File: config.mk
export PLATFORM = sky130hd
export DESIGN_NAME = bitser_tx
export DESIGN_NICKNAME = d
export VERILOG_FILES = /design/src/rtl/bstx_pkg.sv /design/src/rtl/bstx_sync.sv /design/src/rtl/bstx_shift.sv /design/src/rtl/bstx_fsm.sv /design/src/rtl/bitser_tx.sv
export SDC_FILE = /design/constraint.sdc
export NUM_CORES = 1
export LEC_CHECK = 0
export BUFFER_PORTS_ARGS = -buffer_cell sky130_fd_sc_hd__buf_2
export CORE_MARGIN = 5
export CORE_UTILIZATION = 55
export CTS_BUF_LIST = sky130_fd_sc_hd__clkbuf_8
export DETAILED_ROUTE_END_ITERATION = 10
export GPL_ROUTABILITY_DRIVEN = 0
export GPL_TIMING_DRIVEN = 0
export PLACE_DENSITY = 0.81
export SLEW_MARGIN = 20
export SYNTH_ARGS = -nofsm -noshare
export SYNTH_HDL_FRONTEND = slang
export SYNTH_SLANG_ARGS = --single-unit
File: constraint.sdc
create_clock -name clk -period 1.29 [get_ports clk]
set_input_delay 0.0645 -clock clk [delete_from_list [all_inputs] [get_ports clk]]
set_output_delay 0.0645 -clock clk [all_outputs]
set_load 0.02 [all_outputs]
File: src/rtl/bstx_pkg.sv
package bstx_pkg;
  typedef enum logic [1:0] {
    ST_OFF  = 2'd0,
    ST_REQ  = 2'd1,
    ST_WAIT = 2'd2,
    ST_STB  = 2'd3
  } tx_state_e;
endpackage

File: src/rtl/bstx_sync.sv
module bstx_sync #(
  parameter int   STAGES  = 2,
  parameter logic RST_VAL = 1'b0
) (
  input  logic clk,
  input  logic rst_n,
  input  logic d,
  output logic q
);
  logic [STAGES-1:0] pipe_q;

  always_ff @(posedge clk or negedge rst_n) begin
    if (!rst_n) pipe_q <= {STAGES{RST_VAL}};
    else        pipe_q <= {pipe_q[STAGES-2:0], d};
  end

  assign q = pipe_q[STAGES-1];
endmodule

File: src/rtl/bstx_shift.sv
module bstx_shift #(
  parameter int W = 16
) (
  input  logic         clk,
  input  logic         rst_n,
  input  logic         load,
  input  logic [W-1:0] din,
  input  logic         shift,
  output logic         msb
);
  logic [W-1:0] sr_q, sr_d;

  always_comb begin
    sr_d = sr_q;
    if (load)       sr_d = din;
    else if (shift) sr_d = {sr_q[W-2:0], 1'b0};
  end

  always_ff @(posedge clk or negedge rst_n) begin
    if (!rst_n) sr_q <= '0;
    else        sr_q <= sr_d;
  end

  assign msb = sr_q[W-1];
endmodule

File: src/rtl/bstx_fsm.sv
module bstx_fsm
  import bstx_pkg::*;
#(
  parameter int W = 16
) (
  input  logic clk,
  input  logic rst_n,
  input  logic start,
  input  logic load,
  input  logic clr,
  input  logic last_set,
  input  logic rdy_s,
  output logic shift,
  output logic marker,
  output logic stb,
  output logic wake
);
  localparam int CW = $clog2(W + 1);

  tx_state_e     st_q, st_d;
  logic [CW-1:0] cnt_q, cnt_d;
  logic          mk_q, mk_d;
  logic          flag_q, flag_d;
  logic          done;

  assign done = (st_q == ST_STB) && !rdy_s;

  always_comb begin
    st_d   = st_q;
    cnt_d  = cnt_q;
    mk_d   = mk_q;
    flag_d = flag_q | last_set;
    shift  = 1'b0;
    if (clr) begin
      st_d   = ST_OFF;
      mk_d   = 1'b0;
      flag_d = 1'b0;
    end else if (load) begin
      st_d  = ST_WAIT;
      cnt_d = CW'(W);
      mk_d  = 1'b0;
    end else if (start && st_q == ST_OFF) begin
      st_d = ST_REQ;
    end else if (st_q == ST_WAIT && rdy_s) begin
      st_d = ST_STB;
    end else if (done) begin
      if (mk_q) begin
        mk_d   = 1'b0;
        flag_d = 1'b0;
        st_d   = ST_REQ;
      end else if (cnt_q > CW'(1)) begin
        cnt_d = cnt_q - CW'(1);
        shift = 1'b1;
        st_d  = ST_WAIT;
      end else if (flag_q || last_set) begin
        cnt_d = '0;
        mk_d  = 1'b1;
        st_d  = ST_WAIT;
      end else begin
        cnt_d = '0;
        st_d  = ST_REQ;
      end
    end
  end

  always_ff @(posedge clk or negedge rst_n) begin
    if (!rst_n) begin
      st_q   <= ST_OFF;
      cnt_q  <= '0;
      mk_q   <= 1'b0;
      flag_q <= 1'b0;
    end else begin
      st_q   <= st_d;
      cnt_q  <= cnt_d;
      mk_q   <= mk_d;
      flag_q <= flag_d;
    end
  end

  assign marker = mk_q;
  assign stb    = (st_q == ST_STB);
  assign wake   = (st_q == ST_REQ);


  stb_hold_chk: assert property (@(posedge clk) disable iff (!rst_n)
    (stb && rdy_s && !clr && !load) |=> stb);


  load_wake_chk: assert property (@(posedge clk) disable iff (!rst_n)
    (load && !clr) |=> !wake);


  clr_stop_chk: assert property (@(posedge clk) disable iff (!rst_n)
    clr |=> (!stb && !wake));
endmodule

File: src/rtl/bitser_tx.sv
module bitser_tx #(
  parameter int WORD_W      = 16,
  parameter int SYNC_STAGES = 2
) (
  input  logic              clk,
  input  logic              rst_n,
  input  logic              wr_stb,
  input  logic [WORD_W-1:0] wr_word,
  input  logic              start_stb,
  input  logic              clr_stb,
  input  logic              last_stb,
  input  logic              loop_en,
  input  logic              net_rdy_i,
  output logic              net_data_o,
  output logic              net_stb_o,
  output logic              net_last_o,
  input  logic              lb_rdy_i,
  output logic              lb_data_o,
  output logic              lb_stb_o,
  output logic              lb_last_o,
  output logic              wake_o
);
  logic rst_s;
  logic rdy_raw, rdy_s;
  logic load_eff, shift, marker, stb, msb;
  logic tx_data;

  bstx_sync #(.STAGES(2), .RST_VAL(1'b0)) u_rst_sync (
    .clk(clk), .rst_n(rst_n), .d(1'b1), .q(rst_s)
  );

  assign rdy_raw = loop_en ? lb_rdy_i : net_rdy_i;

  bstx_sync #(.STAGES(SYNC_STAGES), .RST_VAL(1'b0)) u_rdy_sync (
    .clk(clk), .rst_n(rst_s), .d(rdy_raw), .q(rdy_s)
  );

  assign load_eff = wr_stb & ~clr_stb;

  bstx_fsm #(.W(WORD_W)) u_fsm (
    .clk(clk), .rst_n(rst_s), .start(start_stb), .load(load_eff),
    .clr(clr_stb), .last_set(last_stb), .rdy_s(rdy_s),
    .shift(shift), .marker(marker), .stb(stb), .wake(wake_o)
  );

  bstx_shift #(.W(WORD_W)) u_shift (
    .clk(clk), .rst_n(rst_s), .load(load_eff), .din(wr_word),
    .shift(shift), .msb(msb)
  );

  assign tx_data = marker ? 1'b0 : msb;

  always_comb begin
    net_data_o = 1'b0;
    net_stb_o  = 1'b0;
    net_last_o = 1'b0;
    lb_data_o  = 1'b0;
    lb_stb_o   = 1'b0;
    lb_last_o  = 1'b0;
    if (loop_en) begin
      lb_data_o = tx_data;
      lb_stb_o  = stb;
      lb_last_o = marker;
    end else begin
      net_data_o = tx_data;
      net_stb_o  = stb;
      net_last_o = marker;
    end
  end


  bit_steady_chk: assert property (@(posedge clk) disable iff (!rst_s)
    (stb && $past(stb)) |-> ($stable(tx_data) && $stable(marker)));
endmodule

==> flow_summary.json, run 1 <==
{
  "layout-drive-gt1-share_pct": 40.68,
  "maxSlewHeadroom_pct": 61.71,
  "dp_worst_setup_slack_ns": -0.6787,
  "antenna_found_initial": 0,
  "violations": "negative setup slack",
  "worstHoldPathType": "input pin to register",
  "syn_area_sq_um": 1415,
  "reg2regPathDepth": 6,
  "design_area_sq_um": 1929,
  "setup_viol": 24,
  "p_per_area_nw_per_um2": 1214,
  "rsz0062_at_grt": "true",
  "slowest_delay_ns": 0.43,
  "tns_ns": -8.079,
  "rows": 18,
  "crit_required_ns": 1.46,
  "synth_cell_type_count": 43,
  "postSynthAreaPerCell_sq_um": 11.06,
  "clk_pin_slew_worst_paths_ns": 0.06,
  "finalMaxSlewViolations": 0,
  "final_util_pct": 77.88,
  "nets": 203,
  "vias_per_cell": 5.618,
  "worst_slew_pin_slew_ns": 0.5743,
  "worstSetupEndpointType": "register",
  "clk-insertion-delay-late_ns": 0.28,
  "die-area_sq_um": 3688,
  "cts_tree": "done",
  "initial_core_util_pct": 57.12,
  "synth_seq_area_share_pct": 51.28,
  "crit_chain": "ha_4 > o21bai_4 > a211oi_4 > nor2_4 > buf_6 > a221o_1",
  "cts_max_level": 2,
  "grt_overflow": 0,
  "io_pins": 32,
  "ys_ff_latch": 29,
  "hold_depth": 2,
  "final.fill_count": 175,
  "core_area_sq_um": 2477,
  "slowest_stage": "dfrtp_2",
  "vias": 1163,
  "reg2reg_slack_ns": -0.43,
  "place_area_sq_um": 1634,
  "wire_per_inst_um": 15.65,
  "cts_root_buffer": "clkbuf_8",
  "period_share_pct": 133.1,
  "run_status": "complete, but fails checks",
  "leakagePower_uw": 0.0008713,
  "grt_util_all_layers_pct": 21.17,
  "wirelength_um": 3240,
  "hold-path-endpoint": "u_shift.sr_q[0]",
  "async_flop_share_pct": 100.0,
  "layout_min_cycle_time_ns": 1.717,
  "port_buffers": 31,
  "grt_pass1_wl_um": 5444,
  "start_kind": "register",
  "area_growth_syn_to_layout_pct": 36.34,
  "drc": 0,
  "hpwl_um": 2106,
  "die_w_um": 60.73,
  "drv_cap": 0,
  "path_buf_inv": 1,
  "hold_viol_final": 0,
  "reg2reg_from": "u_fsm.cnt_q[0]",
  "synth_edf_count": 0,
  "totalPowerFinal_uw": 2341,
  "path_max_fanout": 5,
  "netlist_instances": 128,
  "grt_max_degree": 28,
  "ir_drop_mv": 1.161,
  "first_iter_violations": 58,
  "die_h_um": 60.73,
  "fin_ws_ns": -0.4271,
  "drt.antenna.violating_nets": 0,
  "clock.fmax_mhz": 582.4,
  "cts_num_sinks": 29,
  "crit_arrival_ns": 1.88,
  "hp-start": "wr_word[0]",
  "clockBufferDepth": 2,
  "r2r_end": "u_shift.sr_q[1]",
  "antennaDiodeCount": 0,
  "firstDrtPassIters": 4,
  "fin_skew_ns": 0.005145,
  "ys_warn_count": 0,
  "numCtsBuffers": 5,
  "crit_type": "register to register",
  "grt_pass1_vias": 1150,
  "critPathTopFamily": "compound AO/OA/AOI/OAI gates",
  "synth_ff_type": "dfrtp_1",
  "synth_nets": 155
}
## metal layers
metal  global-route usage, %  vias to the layer above  routed length [um]
met2                   32.21                       37                1589
met5                       0                        -                   0
met4                   9.598                        0                  74
met3                   8.936                        8                 260
met1                   26.31                      557                1315
li1                        -                      561                   -
## per-stage QoR
| step | instances | hold slack, ns |
|---|---|---|
| floorplan | 128 | -0.2311 |
| global placement | 189 | -0.1505 |
| detailed placement | 189 | -0.1477 |
| CTS | 204 | 0.02753 |
| global route | 207 | 0.02298 |
| finish | 207 | 0.02632 |
## cell families (layout without fill, tap and decap cells)
group / after synthesis / count (layout) / share of synthesized area, %
AO/OA/AOI/OAI: 31 / 31 / 18.30
adder cells (fa/ha/maj): 2 / 2 / 1.768
buffers and inverters: 8 / 57 / 3.006
flip-flops: 29 / 29 / 51.28
multiplexers: 2 / 2 / 1.503
other: 1 / 1 / 0.2650
AND/OR/NAND/NOR: 55 / 55 / 23.87
## cell type report
class	instances	area (sq um)	share of cell area, %
clock inverters	2	37.54	1.946
clock buffers	6	82.58	4.280
plain buffers	6	41.29	2.140
multi-input cells	91	732.0	37.94
repair buffers	41	259.0	13.42
well taps	30	37.54	1.946
flip-flops and latches	29	729.5	37.81
inverters	2	10.01	0.5188
## worst max path at each step
| stage | from | end | slack (ns) | cells past startpoint |
|---|---|---|---|---|
| 5_1_grt | u_fsm.marker | u_shift.sr_q[15] | -0.49 | 6 |
| 2_1_floorplan | u_fsm.cnt_q[1] | u_shift.sr_q[14] | -0.50 | 7 |
| 4_1_cts | u_fsm.cnt_q[1] | u_shift.sr_q[1] | -0.46 | 7 |
| 6_report | u_fsm.cnt_q[0] | u_shift.sr_q[1] | -0.43 | 6 |
| 3_3_place_gp | u_fsm.cnt_q[1] | u_shift.sr_q[1] | -0.63 | 7 |
| 3_5_place_dp | u_fsm.cnt_q[1] | u_shift.sr_q[2] | -0.68 | 7 |
## state kept, by name, indices dropped and copies added (netlist names)
register and count:
u_shift.sr_q 16, u_rst_sync.pipe_q 2, u_rdy_sync.pipe_q 2, u_fsm.flag_q 1
u_fsm.marker 1, u_fsm.st_q 2, u_fsm.cnt_q 5
## cells in the mapped netlist (all sizes together) (2+ instances only)
| master | number | share of area, % |
|---|---|---|
| nor2 | 9 | 2.9 |
| and2 | 15 | 6.6 |
| ha | 2 | 1.8 |
| dfrtp | 29 | 51 |
| or2b | 2 | 1.1 |
| clkbuf | 3 | 0.80 |
| and3 | 2 | 0.88 |
| o21ai | 4 | 1.4 |
| nor3 | 4 | 1.8 |
| nand2 | 6 | 1.6 |
| nor2b | 3 | 1.3 |
| a21oi | 5 | 1.8 |
| buf | 3 | 1.7 |
| a221o | 13 | 9.2 |
| inv | 2 | 0.53 |
| nand2b | 3 | 1.3 |
## where the power goes
group / leakage, uW / switching (uW) / internal (uW) / total [uW]
clock: 0.0000574 / 348 / 627 / 975
sequential: 0.000356 / 74.8 / 996 / 1070
combinational: 0.000458 / 128 / 167 / 296
## repair_timing
action	in CTS	in global routing
pin swaps	17	7
gates resized for setup	8	17
hold buffers	1	0
setup endpoints to repair	24	26
cloned	1	0
setup buffers	5	3
endpoints found under the hold margin	2	0
## cells in the final DEF (no fill, tap or decap), drive strengths merged, types with 2 or more instances in the layout
master | synthesis | layout
a221o | 13 | 13
o21ai | 4 | 4
inv | 2 | 2
and3 | 2 | 2
nor2b | 3 | 3
or2b | 2 | 2
nand2 | 6 | 6
nor3 | 4 | 4
and2 | 15 | 15
ha | 2 | 2
a21oi | 5 | 5
nand2b | 3 | 3
dfrtp | 29 | 29
nor2 | 9 | 9
clkbuf | 3 | 9
buf | 3 | 43
Power figures use the tool's default switching activity.
==> inputs of run 2 (changes only) <==
--- a/config.mk
+++ b/config.mk
@@ -8,2 +8,3 @@
 export BUFFER_PORTS_ARGS = -buffer_cell sky130_fd_sc_hd__buf_2
+export CAP_MARGIN = 0
 export CORE_MARGIN = 5
@@ -14,2 +15,3 @@
 export GPL_TIMING_DRIVEN = 0
+export MAX_ROUTING_LAYER = met4
 export PLACE_DENSITY = 0.81
==> constraint.sdc (replaced) <==
create_clock -name clk -period 1.29 [get_ports clk]
set_input_delay 0 -clock clk [delete_from_list [all_inputs] [get_ports clk]]
set_output_delay 0 -clock clk [all_outputs]
set_load 0.02 [all_outputs]
==> run 2 against run 1 <==
  * The run still ends with negative setup slack left
  * Design area up 1.9%
  * Fmax up 0.13%
  * Via count up 0.52%
==> flow_summary.json, run 2 (synthesis results as in run 1) <==
{
  "firstDrtPassIters": 4,
  "grt_pass1_vias": 1187,
  "cts_tree": "done",
  "grt_max_degree": 28,
  "path_max_fanout": 9,
  "nets": 207,
  "first_iter_violations": 52,
  "ir_drop_mv": 1.157,
  "clk-insertion-delay-late_ns": 0.28,
  "antennaDiodeCount": 0,
  "initial_core_util_pct": 57.12,
  "rows": 18,
  "wire_per_inst_um": 15.69,
  "die-area_sq_um": 3688,
  "worst_slew_pin_slew_ns": 0.5831,
  "fin_ws_ns": -0.4250,
  "numCtsBuffers": 5,
  "fin_skew_ns": 0.005378,
  "largestRegisters": "u_shift.sr_q: 16 flops, u_fsm.cnt_q: 5 flops",
  "vias_per_cell": 5.540,
  "core_area_sq_um": 2477,
  "grt_overflow": 0,
  "port_buffers": 31,
  "io_pins": 32,
  "hp-start": "wr_word[14]",
  "top_register": "u_shift.sr_q",
  "leakagePower_uw": 0.0008816,
  "grt_pass1_wl_um": 5513,
  "final_util_pct": 79.34,
  "clock.fmax_mhz": 583.1,
  "crit_arrival_ns": 1.88,
  "rsz0062_at_grt": "true",
  "finalMaxSlewViolations": 0,
  "cts_num_sinks": 29,
  "run_status": "complete, but fails checks",
  "tns_ns": -7.977,
  "grt_util_all_layers_pct": 22.03,
  "area_growth_syn_to_layout_pct": 38.90,
  "vias": 1169,
  "start_kind": "register",
  "worstHoldPathType": "input pin to register",
  "hold_viol_final": 0,
  "wirelength_um": 3310,
  "final_cell_mix": "31 x buf_2, 26 x dfrtp_1, 14 x and2_1",
  "cts_root_buffer": "clkbuf_8",
  "crit_type": "register to register",
  "setup_viol": 24,
  "clockBufferDepth": 2,
  "worstSetupEndpointType": "register",
  "clk_pin_slew_worst_paths_ns": 0.06,
  "drt.antenna.violating_nets": 0,
  "drv_cap": 0,
  "mostFrequentLayoutCell": "buf_2",
  "maxSlewHeadroom_pct": 61.13,
  "die_h_um": 60.73,
  "cts_max_level": 2,
  "period_share_pct": 132.9,
  "violations": "negative setup slack",
  "cp-startpoint": "u_fsm.marker",
  "die_w_um": 60.73,
  "layout_min_cycle_time_ns": 1.715,
  "crit_required_ns": 1.45,
  "reg2reg_from": "u_fsm.marker",
  "largest_reg_flops": 16,
  "final.fill_count": 172,
  "hpwl_um": 2106,
  "p_per_area_nw_per_um2": 1196,
  "drc": 0,
  "dp_worst_setup_slack_ns": -0.6787,
  "antenna_found_initial": 0,
  "layout-drive-gt1-share_pct": 39.23
}
==> run 2: path summary, 6_finish.rpt <==
kind,to,slack (ns),depth (start not counted)
min in group asynchronous,u_rst_sync.pipe_q[1],0.02,2
hold / removal,u_shift.sr_q[14],0.01,3
hold reg to reg,u_shift.sr_q[6],0.27,0
setup reg to reg,u_shift.sr_q[1],-0.42,6
setup / recovery,u_shift.sr_q[1],-0.42,6
max in group asynchronous,u_fsm.marker,0.60,0
==> run 2: routing by layer <==
| metal | up-vias | wire length [um] | GRT usage, % |
|---|---|---|---|
| met4 | 0 | 57 | 10.22 |
| met5 | - | 0 | - |
| li1 | 570 | - | - |
| met3 | 6 | 230 | 8.085 |
| met1 | 554 | 1396 | 26.45 |
| met2 | 39 | 1626 | 32.98 |
==> run 2: metrics by stage <==
| stage | hold WS [ns] | total power, uW | cells | instance area [sq um] |
|---|---|---|---|---|
| floorplan | -0.2956 | 1230 | 128 | 1441 |
| global route | 0.007314 | 2480 | 211 | 1966 |
| detailed placement | -0.2122 | 1327 | 189 | 1634 |
| CTS | 0.004281 | 2344 | 208 | 1879 |
| global placement | -0.2150 | 1312 | 189 | 1634 |
| finish | 0.01426 | 2351 | 211 | 1966 |
==> run 2: power by group <==
part	internal, uW	switching, uW	total (uW)	leakage (uW)
clock	627	344	971	0.0000574
sequential	996	75.2	1070	0.000356
combinational	177	131	308	0.000468
==> run 2: layout make-up <==
class | count | area (sq um) | share of cell area [%]
clock inverters | 2 | 37.54 | 1.910
well taps | 30 | 37.54 | 1.910
repair buffers | 45 | 295.3 | 15.02
plain buffers | 6 | 41.29 | 2.101
flip-flops and latches | 29 | 729.5 | 37.11
multi-input cells | 91 | 732.0 | 37.24
clock buffers | 6 | 82.58 | 4.201
inverters | 2 | 10.01 | 0.5092
==> run 2: repair_timing <==
action                                  4_1_cts  5_1_grt
resized for setup                             8       15
pin swaps                                    17        7
endpoints found under the hold margin         5        1
buffers inserted                              5        2
endpoints found under the setup margin       24       24
cloned                                        1        0
hold buffers                                  5        1
==> run 2: worst max-delay path: stages, from the launching register on <==
cell and delay [ns]:
dfrtp_2 0.43, nand4bb_1 0.21, buf_6 0.18, a211oi_4 0.23, nor2_4 0.09, buf_6 0.14
a221o_1 0.31
